File: config.mk
export PLATFORM = sky130hd
export DESIGN_NAME = sm_exec_unit
export DESIGN_NICKNAME = d
export VERILOG_FILES = /design/src/rtl/sm_exec_pkg.sv /design/src/rtl/exu_unary.sv /design/src/rtl/exu_binary.sv /design/src/rtl/exu_divide.sv /design/src/rtl/exu_ternary.sv /design/src/rtl/sm_exec_unit.sv
export SDC_FILE = /design/constraint.sdc
export NUM_CORES = 1
export LEC_CHECK = 0
export BUFFER_PORTS_ARGS = -buffer_cell sky130_fd_sc_hd__buf_2
export CAP_MARGIN = 20
export CORE_MARGIN = 10
export CORE_UTILIZATION = 25
export CTS_CLUSTER_SIZE = 28
export DETAILED_ROUTE_END_ITERATION = 7
export HOLD_SLACK_MARGIN = 0.12
export PLACE_DENSITY = 0.47
export SLEW_MARGIN = 20
export SYNTH_ARGS = -nofsm -noshare
export SYNTH_HDL_FRONTEND = slang
export SYNTH_SLANG_ARGS = --single-unit
File: constraint.sdc
create_clock -name clk -period 34.5 [get_ports clk]
set_input_delay 0 -clock clk [delete_from_list [all_inputs] [get_ports clk]]
set_output_delay 0 -clock clk [all_outputs]
set_load 0.01 [all_outputs]
File: src/rtl/sm_exec_pkg.sv
package sm_exec_pkg;
  localparam int FN_W = 4;

  typedef enum logic [FN_W-1:0] {
    MJ_MISC  = 4'd0,
    MJ_ADD   = 4'd1,
    MJ_SUB   = 4'd2,
    MJ_MUL   = 4'd3,
    MJ_DIV   = 4'd4,
    MJ_XOR   = 4'd5,
    MJ_AND   = 4'd6,
    MJ_OR    = 4'd7,
    MJ_SHL   = 4'd8,
    MJ_SHR   = 4'd9,
    MJ_LT    = 4'd10,
    MJ_LE    = 4'd11,
    MJ_CMOV  = 4'd12,
    MJ_CADD  = 4'd13,
    MJ_IMMLO = 4'd14,
    MJ_IMMHI = 4'd15
  } major_e;

  typedef enum logic [FN_W-1:0] {
    SB_INV  = 4'd9,
    SB_NEG  = 4'd10,
    SB_LNOT = 4'd11,
    SB_POP  = 4'd12,
    SB_REV  = 4'd13
  } sub_e;
endpackage

File: src/rtl/exu_unary.sv
module exu_unary
  import sm_exec_pkg::*;
#(
  parameter int DATA_W = 16
) (
  input  logic [FN_W-1:0]   sub,
  input  logic [DATA_W-1:0] a,
  output logic [DATA_W-1:0] y,
  output logic              hit
);
  localparam int CNT_W = $clog2(DATA_W + 1);

  // ripple chain of set-bit counts
  logic [CNT_W-1:0]  pc_acc [DATA_W+1];
  logic [DATA_W-1:0] rev;

  assign pc_acc[0] = '0;
  for (genvar i = 0; i < DATA_W; i++) begin : g_bits
    assign pc_acc[i+1] = pc_acc[i] + {{(CNT_W-1){1'b0}}, a[i]};
    assign rev[i]      = a[DATA_W-1-i];
  end

  always_comb begin
    y   = '0;
    hit = 1'b1;
    case (sub)
      SB_INV:  y = ~a;
      SB_NEG:  y = '0 - a;
      SB_LNOT: y[0] = (a == '0);
      SB_POP:  y = {{(DATA_W-CNT_W){1'b0}}, pc_acc[DATA_W]};
      SB_REV:  y = rev;
      default: hit = 1'b0;
    endcase
  end
endmodule

File: src/rtl/exu_binary.sv
module exu_binary
  import sm_exec_pkg::*;
#(
  parameter int DATA_W = 16
) (
  input  logic [FN_W-1:0]   major,
  input  logic [DATA_W-1:0] a,
  input  logic [DATA_W-1:0] b,
  output logic [DATA_W-1:0] y
);
  localparam int SH_W = $clog2(DATA_W);

  logic [SH_W-1:0]   amt;
  logic [DATA_W-1:0] shr;

  assign amt = a[SH_W-1:0];
  assign shr = $unsigned($signed(b) >>> amt);

  always_comb begin
    y = '0;
    case (major)
      MJ_ADD: y = b + a;
      MJ_SUB: y = b - a;
      MJ_MUL: y = b * a;
      MJ_XOR: y = b ^ a;
      MJ_AND: y = b & a;
      MJ_OR:  y = b | a;
      MJ_SHL: y = b << amt;
      MJ_SHR: y = shr;
      MJ_LT:  y[0] = ($signed(b) <  $signed(a));
      MJ_LE:  y[0] = ($signed(b) <= $signed(a));
      default: y = '0;
    endcase
  end
endmodule

File: src/rtl/exu_divide.sv
module exu_divide #(
  parameter int DATA_W = 16
) (
  input  logic [DATA_W-1:0] a,
  input  logic [DATA_W-1:0] b,
  output logic [DATA_W-1:0] q,
  output logic              dz
);
  logic signed [DATA_W-1:0] sa, sb, sq;

  assign sa = $signed(a);
  assign sb = $signed(b);
  assign sq = sb / sa;

  always_comb begin
    dz = 1'b0;
    if (a == '0) begin
      q  = '0;
      dz = 1'b1;
    end else if (a == '1) begin
      // divisor -1: plain negation, wraps for the most negative value
      q = '0 - b;
    end else begin
      q = $unsigned(sq);
    end
  end
endmodule

File: src/rtl/exu_ternary.sv
module exu_ternary
  import sm_exec_pkg::*;
#(
  parameter int DATA_W = 16
) (
  input  logic [FN_W-1:0]     major,
  input  logic [DATA_W-1:0]   a,
  input  logic [DATA_W-1:0]   b,
  input  logic [DATA_W-1:0]   c,
  input  logic [DATA_W/2-1:0] imm,
  output logic [DATA_W-1:0]   y
);
  localparam int HALF = DATA_W / 2;

  logic cond;
  assign cond = (b != '0);

  always_comb begin
    case (major)
      MJ_CMOV:  y = cond ? a : c;
      MJ_CADD:  y = cond ? (a + c) : c;
      MJ_IMMLO: y = {c[DATA_W-1:HALF], imm};
      MJ_IMMHI: y = {imm, c[HALF-1:0]};
      default:  y = '0;
    endcase
  end
endmodule

File: src/rtl/sm_exec_unit.sv
module sm_exec_unit
  import sm_exec_pkg::*;
#(
  parameter int DATA_W = 16
) (
  input  logic                clk,
  input  logic                rst,
  input  logic [FN_W-1:0]     fn_major,
  input  logic [FN_W-1:0]     fn_sub,
  input  logic [DATA_W-1:0]   opnd_a,
  input  logic [DATA_W-1:0]   opnd_b,
  input  logic [DATA_W-1:0]   opnd_c,
  input  logic [DATA_W/2-1:0] imm,
  output logic [DATA_W-1:0]   result,
  output logic                result_valid,
  output logic                div_zero
);
  localparam int HALF = DATA_W / 2;

  logic [DATA_W-1:0] un_y, bin_y, div_q, ter_y;
  logic              un_hit, div_dz;
  logic [DATA_W-1:0] res_nx;
  logic              vld_nx, dz_nx;

  exu_unary #(.DATA_W(DATA_W)) u_unary (
    .sub(fn_sub), .a(opnd_a), .y(un_y), .hit(un_hit)
  );

  exu_binary #(.DATA_W(DATA_W)) u_binary (
    .major(fn_major), .a(opnd_a), .b(opnd_b), .y(bin_y)
  );

  exu_divide #(.DATA_W(DATA_W)) u_divide (
    .a(opnd_a), .b(opnd_b), .q(div_q), .dz(div_dz)
  );

  exu_ternary #(.DATA_W(DATA_W)) u_ternary (
    .major(fn_major), .a(opnd_a), .b(opnd_b), .c(opnd_c),
    .imm(imm), .y(ter_y)
  );

  always_comb begin
    vld_nx = 1'b1;
    dz_nx  = 1'b0;
    case (fn_major)
      MJ_MISC: begin
        vld_nx = un_hit;
        res_nx = un_y;
      end
      MJ_DIV: begin
        res_nx = div_q;
        dz_nx  = div_dz;
      end
      MJ_CMOV, MJ_CADD, MJ_IMMLO, MJ_IMMHI: res_nx = ter_y;
      default: res_nx = bin_y;
    endcase
  end

  always_ff @(posedge clk) begin
    if (rst) begin
      result       <= '0;
      result_valid <= 1'b0;
      div_zero     <= 1'b0;
    end else begin
      result       <= res_nx;
      result_valid <= vld_nx;
      div_zero     <= dz_nx;
    end
  end

  assert_invalid_quiet_R12: assert property (@(posedge clk) disable iff (rst)
    !result_valid |-> (result == '0) && !div_zero);

  assert_dz_zero_result_R6: assert property (@(posedge clk) disable iff (rst)
    div_zero |-> (result == '0) && result_valid);

  assert_dz_raised_R6: assert property (@(posedge clk) disable iff (rst)
    $past(!rst && fn_major == MJ_DIV && opnd_a == '0) |-> div_zero);

  assert_popcount_R3: assert property (@(posedge clk) disable iff (rst)
    $past(!rst && fn_major == MJ_MISC && fn_sub == SB_POP)
      |-> result == DATA_W'($countones($past(opnd_a))));

  assert_compare_bool_R9: assert property (@(posedge clk) disable iff (rst)
    $past(!rst && (fn_major == MJ_LT || fn_major == MJ_LE))
      |-> result[DATA_W-1:1] == '0 && result_valid);

  assert_immlo_R11: assert property (@(posedge clk) disable iff (rst)
    $past(!rst && fn_major == MJ_IMMLO)
      |-> result == {$past(opnd_c[DATA_W-1:HALF]), $past(imm)});

  assert_reset_clear_R1: assert property (@(posedge clk)
    $past(rst) |-> result == '0 && !result_valid && !div_zero);
endmodule

Word level (Yosys, flattened, before mapping)

Index checks and enable logic that the tools add are counted.

Register bits after elaboration: 18
Latch bits: 0
Output and inout port bits: 18
Input bits: 66
RAM bits: 0
Memories kept: 0
Memory bits (read-only): 0

$mul: 1
Reductions and logical operators: 6
Divide/modulo/power cells: 1
Magnitude comparators: 2
Shifts and indexed selects: 2
Eq/ne operators: 21
Bitwise gates (word level): 5
Mux-type cells: 13
Add/subtract/negate cells: 20

Operators by type and width:

| operator                                                              | count |
|---|---|
| 15-bit one-hot mux with 8 select lines                                | 1 |
| 5-bit by 1-bit adder with 5-bit output                                | 14 |
| 16-bit 2-to-1 mux                                                     | 4 |
| 16-bit one-hot mux with 4 select lines                                | 1 |
| 15-bit one-hot mux with 4 select lines                                | 1 |
| 4-bit equality test, second input constant                            | 13 |
| 16-bit one-hot mux with 3 select lines                                | 1 |
| 16-bit adder                                                          | 2 |
| 1-bit by 16-bit subtractor with 16-bit output, first input constant   | 2 |
| 16-bit AND                                                            | 1 |
| 16-bit by 16-bit divider with 16-bit output                           | 1 |
| 16-bit equality test, second input constant                           | 1 |
| 4-bit by 3-bit equality test with 1-bit output, second input constant | 4 |
| 16-bit less-or-equal comparator                                       | 1 |
| 16-bit zero test                                                      | 1 |
| 16-bit less-than comparator                                           | 1 |
| 16-bit by 16-bit multiplier with 16-bit output                        | 1 |
| 16-bit NOT                                                            | 1 |
| 16-bit OR                                                             | 1 |
| 16-bit nonzero test                                                   | 1 |
| 16-bit by 4-bit << shifter with 16-bit output                         | 1 |
| 16-bit by 4-bit >>> shifter with 16-bit output                        | 1 |
| 16-bit subtractor                                                     | 1 |
| 16-bit XOR                                                            | 1 |
| 11 further kinds                                                      | 14 |

Logic depth before layout (Yosys ltp)

Depth in word-level cells: 17
Depth in mapped cells: 159
Depth with buffers taken out: 146

Cells and area by module

From an unflattened synthesis, not the netlist that was laid out.

Cells, all modules: 2700
Area total of the unflattened synthesis: 19446.2 um^2

Modules (own cells, without submodules):

| module       | sequential area each (um^2) | cells each | instances | area an instance (um^2) |
|---|---|---|---|---|
| exu_divide   | 0.0                         | 1229       | 1         | 8609.5 |
| exu_binary   | 0.0                         | 1000       | 1         | 7337.0 |
| exu_ternary  | 0.0                         | 194        | 1         | 1342.5 |
| exu_unary    | 0.0                         | 163        | 1         | 1147.4 |
| sm_exec_unit | 360.3                       | 114        | 1         | 1009.7 |

Least setup slack after synthesis

No wires, ideal clock.

Path kind: input to register
Start: input opnd_a[0]
End: register result[14]
Slack: 2.611 ns
Stages: 141
Arrival: 31.809 ns
Required time: 34.419 ns
Cell sequence: buf_2 buf_1 buf_1 inv_1 clkbuf_1 ha_1 nor4bb_1 buf_2 a21o_1 xnor2_1 a21boi_2 buf_2 nand3_1 or3_1 nand2_1 o21ai_0 ha_1 o21a_1 [105 not listed] a41oi_1 a21oi_1 nor2_1 clkbuf_1 mux2_2 ha_1 a21oi_1 nor2b_1 o41ai_1 a31oi_1 a211oi_1 ha_1 inv_1 a211o_1 o41ai_1 xnor2_1 nand2_1 a41oi_1

Longest elaborated chain between the ends: 4

Ends and longest elaborated chain:

| item                                                                        | line                                | RTL |
|---|---|---|
| start, declared                                                             | sm_exec_unit.sv:10                  | `input logic [DATA_W-1:0] opnd_a,` |
| 16-bit by 16-bit divider with 16-bit output (tied with other cells)         | exu_divide.sv:13                    | `assign sq = sb / sa;` |
| 16-bit 2-to-1 mux, on equally long branches                                 | exu_divide.sv:20, exu_ternary.sv:21 |  |
| 16-bit 2-to-1 mux or 16-bit one-hot mux with 4 select lines (tied branches) | exu_divide.sv:17, exu_ternary.sv:19 |  |
| 16-bit one-hot mux with 3 select lines (*)                                  | sm_exec_unit.sv:45                  | `case (fn_major)` |
| end signal, assigned                                                        | sm_exec_unit.sv:65                  | `result <= res_nx;` |
| end, declared                                                               | sm_exec_unit.sv:14                  | `output logic [DATA_W-1:0] result,` |

Every way passes the cells marked *; elsewhere a longest branch is shown, timed or not.
A chain may end at the register's enable or synchronous reset.

Final worst setup path

Start: input opnd_a[12]
End: register result[4]

Longest elaborated chain between the ends: 6

Ends and longest elaborated chain:

| item                                                                                | line |
|---|---|
| branches (longest 5 deep; another with 16-bit by 16-bit divider with 16-bit output) | n/a |
| 16-bit one-hot mux with 3 select lines (*)                                          | sm_exec_unit.sv:45 |

Mark *: on every way between the ends.

==> metrics.md <==
| Metric | Value |
|---|---|
| Root buffer cell | clkbuf_16 |
| Clock Tree Buf Depth | 2 |
| Largest net degree at the start of global routing | 37 |
| Delay of the slowest critical-path stage | 0.74 ns |
| Max_slew headroom | 0.157 |
| Hold_buf cts | 0 |
| Post-Syn Area per Cell | 7.14 sq um |
| H-tree depth | 1 |
| Antenna violations before repair | 5 |
| Number of distinct library cells after synthesis | 108 |
| Worst-path clk slew | 0.06 ns |
| Grt total ovfl | 0 |
| Routed length per instance | 25.3 microns |
| Worst slew pin tran | 1.26 ns |
| CP Launch Point | opnd_a[12] |
| Post-layout net count | 3142 |
| Main flop type after synthesis | dfxtp_1 |
| # diodes | 0 |
| Hold crit path type | primary input to register |
| Worst EP required | 34.53 ns |
| Pins Over Slew Limit | 0 |
| Mapped Cells | 2649 |
| Core Box Area | 74700 sq um |
| Critical-path maximum fanout | 25 |
| Worst EP arrival | 32.56 ns |
| Max VDD drop | 0.0667 mV |
| WL final | 93.4 mm |
| First-pass GRT wire length | 136 mm |
| Detailed Route Iter0 Violations | 2033 |
| Peak Freq | 0.0307 GHz |
| Min Tclk post-route | 32.53 ns |
| Most common cell after layout, fill and taps aside | ha_1 |
| Critical path's most frequent cell | ha_1 |
| Die Y-Extent | 295 microns |
| Yosys warns | 0 |
| CTS tree | yes |
| Cell area power density | 47.6 nW/um^2 |
| Initial core utilization | 0.253 |
| Kind of critical path | primary input to register |
| RSZ-0062 raised after global routing | no |
| Hold_sp | rst |
| DR DRC count | 0 |
| Hold_ws | 0.226 ns |
| Total chip power | 1.01 mW |
| Startpoint Class | primary input |
| Seq/Total Area, Yosys | 0.0191 |
| Total CTS buffers | 3 |
| Die Wd | 295 microns |
| Setup Viol. Count Final | 0 |
| Final Hold Fails | 0 |
| Period utilization | 0.943 |
| Total track usage | 0.206 |
| Die Area | 87000 sq um |
| Post-synth EDFFs | 0 |
| Post-Syn Area | 18900 sq um |
| Post-DP HPWL | 75.5 mm |
| Vias in the first global route | 20400 |
| Crit end category | register |
| Leak pwr | 9.07 nW |
| Setup TNS | 0 ns |
| Area growth syn-to-layout | 12.0% |
| # rows | 100 |
| Net Count, Synth | 3070 |
| Post-DP Area | 20900 sq um |
| DR vias | 21200 |
| Commonest non-fill, non-tap cells in the layout | 262 x ha_1, 256 x nand2_1, 239 x nor2_1, 206 x inv_1, 188 x a21oi_1 |
| Final RePlAce weighted congestion | 1.04 |
| Num Clock Sinks | 18 |
| Number of fill cells | 8268 |
| Drt pass-1 iters | 5 |
| Status | complete, no violations |
| Share of cells above drive strength 1 | 0.125 |
| Max cap viols | 0 |
| Vias per cell | 5.74 |
| FF+latch count, synth | 18 |
| ANT nets after route | 0 |
| Slowest-stage cell, CP | or4_1 |
| Design area | 21200 sq um |
| # IOs | 84 |
| Port Buffers | 83 |
| Asr flop ratio synth | 0 |
==> routing by layer <==
metal	global-route usage	routed length, microns	vias up	share of wire
met4	0.0998	5260	6	0.056
met1	0.276	40800	10200	0.44
met5	0	51	-	0.00055
li1	-	-	9754	-
met3	0.0353	7480	201	0.080
met2	0.316	39800	959	0.43
==> timing repair <==
action                                  in CTS  in global routing
resized for setup                            0                 21
endpoints found under the hold margin        0                  0
endpoints found under the setup margin       0                 16
setup buffers                                0                  9
==> report_power, final <==
| part | total, mW | switching [mW] | leakage [nW] | internal (mW) |
|---|---|---|---|---|
| logic | 0.956 | 0.591 | 8.88 | 0.365 |
| clock network | 0.0267 | 0.00898 | 0.0442 | 0.0177 |
| registers | 0.0256 | 0.00121 | 0.149 | 0.0243 |
| total | 1.01 | 0.601 | 9.07 | 0.407 |
==> critical path: cells and delay by family <==
kind                     cells  cell delay (ns)
AO/OA/AOI/OAI               61            15.82
buffers and inverters        8             1.36
AND/OR/NAND/NOR             38             8.64
adder cells (fa/ha/maj)     16             4.86
multiplexers                 4             1.28
XOR/XNOR                     2             0.52
==> cells by family after synthesis <==
| family | Yosys count | synth area share |
|---|---|---|
| buffers and inverters | 361 | 0.0743 |
| DFF | 18 | 0.0191 |
| adders and majority gates | 355 | 0.272 |
| xor gates and xnor gates | 173 | 0.0801 |
| and+or+nand+nor | 882 | 0.224 |
| AOI/OAI and AO/OA | 778 | 0.280 |
| muxes | 82 | 0.0508 |
==> layout make-up <==
class	instances	area, sq um	share of cell area
multi-input combinational	2270	17300	0.818
clock buffer	4	88.8	0.00419
inverter	215	811	0.0383
timing repair buffer	213	1390	0.0657
sequential	18	360	0.0170
tap	969	1210	0.0572
==> state kept, by name, summed over array words and instances (netlist names) <==
name,count
result,16
div_zero,1
result_valid,1
==> through the flow <==
stage	worst slack, ns	instances	util
CTS	0.121	3680	0.281
floorplan	2.61	2649	-
global placement	0.466	3676	0.280
global route	0.0561	3689	0.284
detailed placement	0.0627	3676	0.280
finish	1.97	3689	0.284
==> cell usage after synthesis, types with 9 or more instances <==
cell        n  area, sq um
nand2_1   256          961
fa_1       93         1860
xor2_1     41          359
a221oi_1   25          219
o221ai_1   12          105
nand3_1    68          340
a41oi_1    12          105
or2_2      17          106
o21ai_1    13         65.1
o21bai_1    9         67.6
o21a_1     43          323
xnor2_1   132         1160
o31ai_1    20          150
mux2i_1    43          430
nand4_1    22          138
nand2b_1   28          175
nor3_1     85          425
or3_1      28          175
a211oi_1   29          218
a211o_1    15          131
o21ai_0   154          771
a22oi_1    19          143
dfxtp_1    18          360
buf_1      21         78.8
a21oi_1   189          946
o211ai_1   41          308
a22o_1      9         78.8
mux2_2     29          327
a21o_1     29          218
nor4_1     23          144
o22ai_1    18          113
nor2b_1    30          188
buf_2      21          105
and3_1     13         81.3
inv_1     207          777
a31oi_1    21          131
nor2_1    241          905
and2_1     14         87.6
ha_1      262         3280
or4_1      12         90.1
clkbuf_1  101          379
==> final timing paths <==
| check | slack [ns] | endpoint | depth (start not counted) |
|---|---|---|---|
| min | 0.23 | result[3] | 2 |
| max | 1.97 | result[4] | 129 |
No activity file was read; power rests on OpenSTA's default activity.
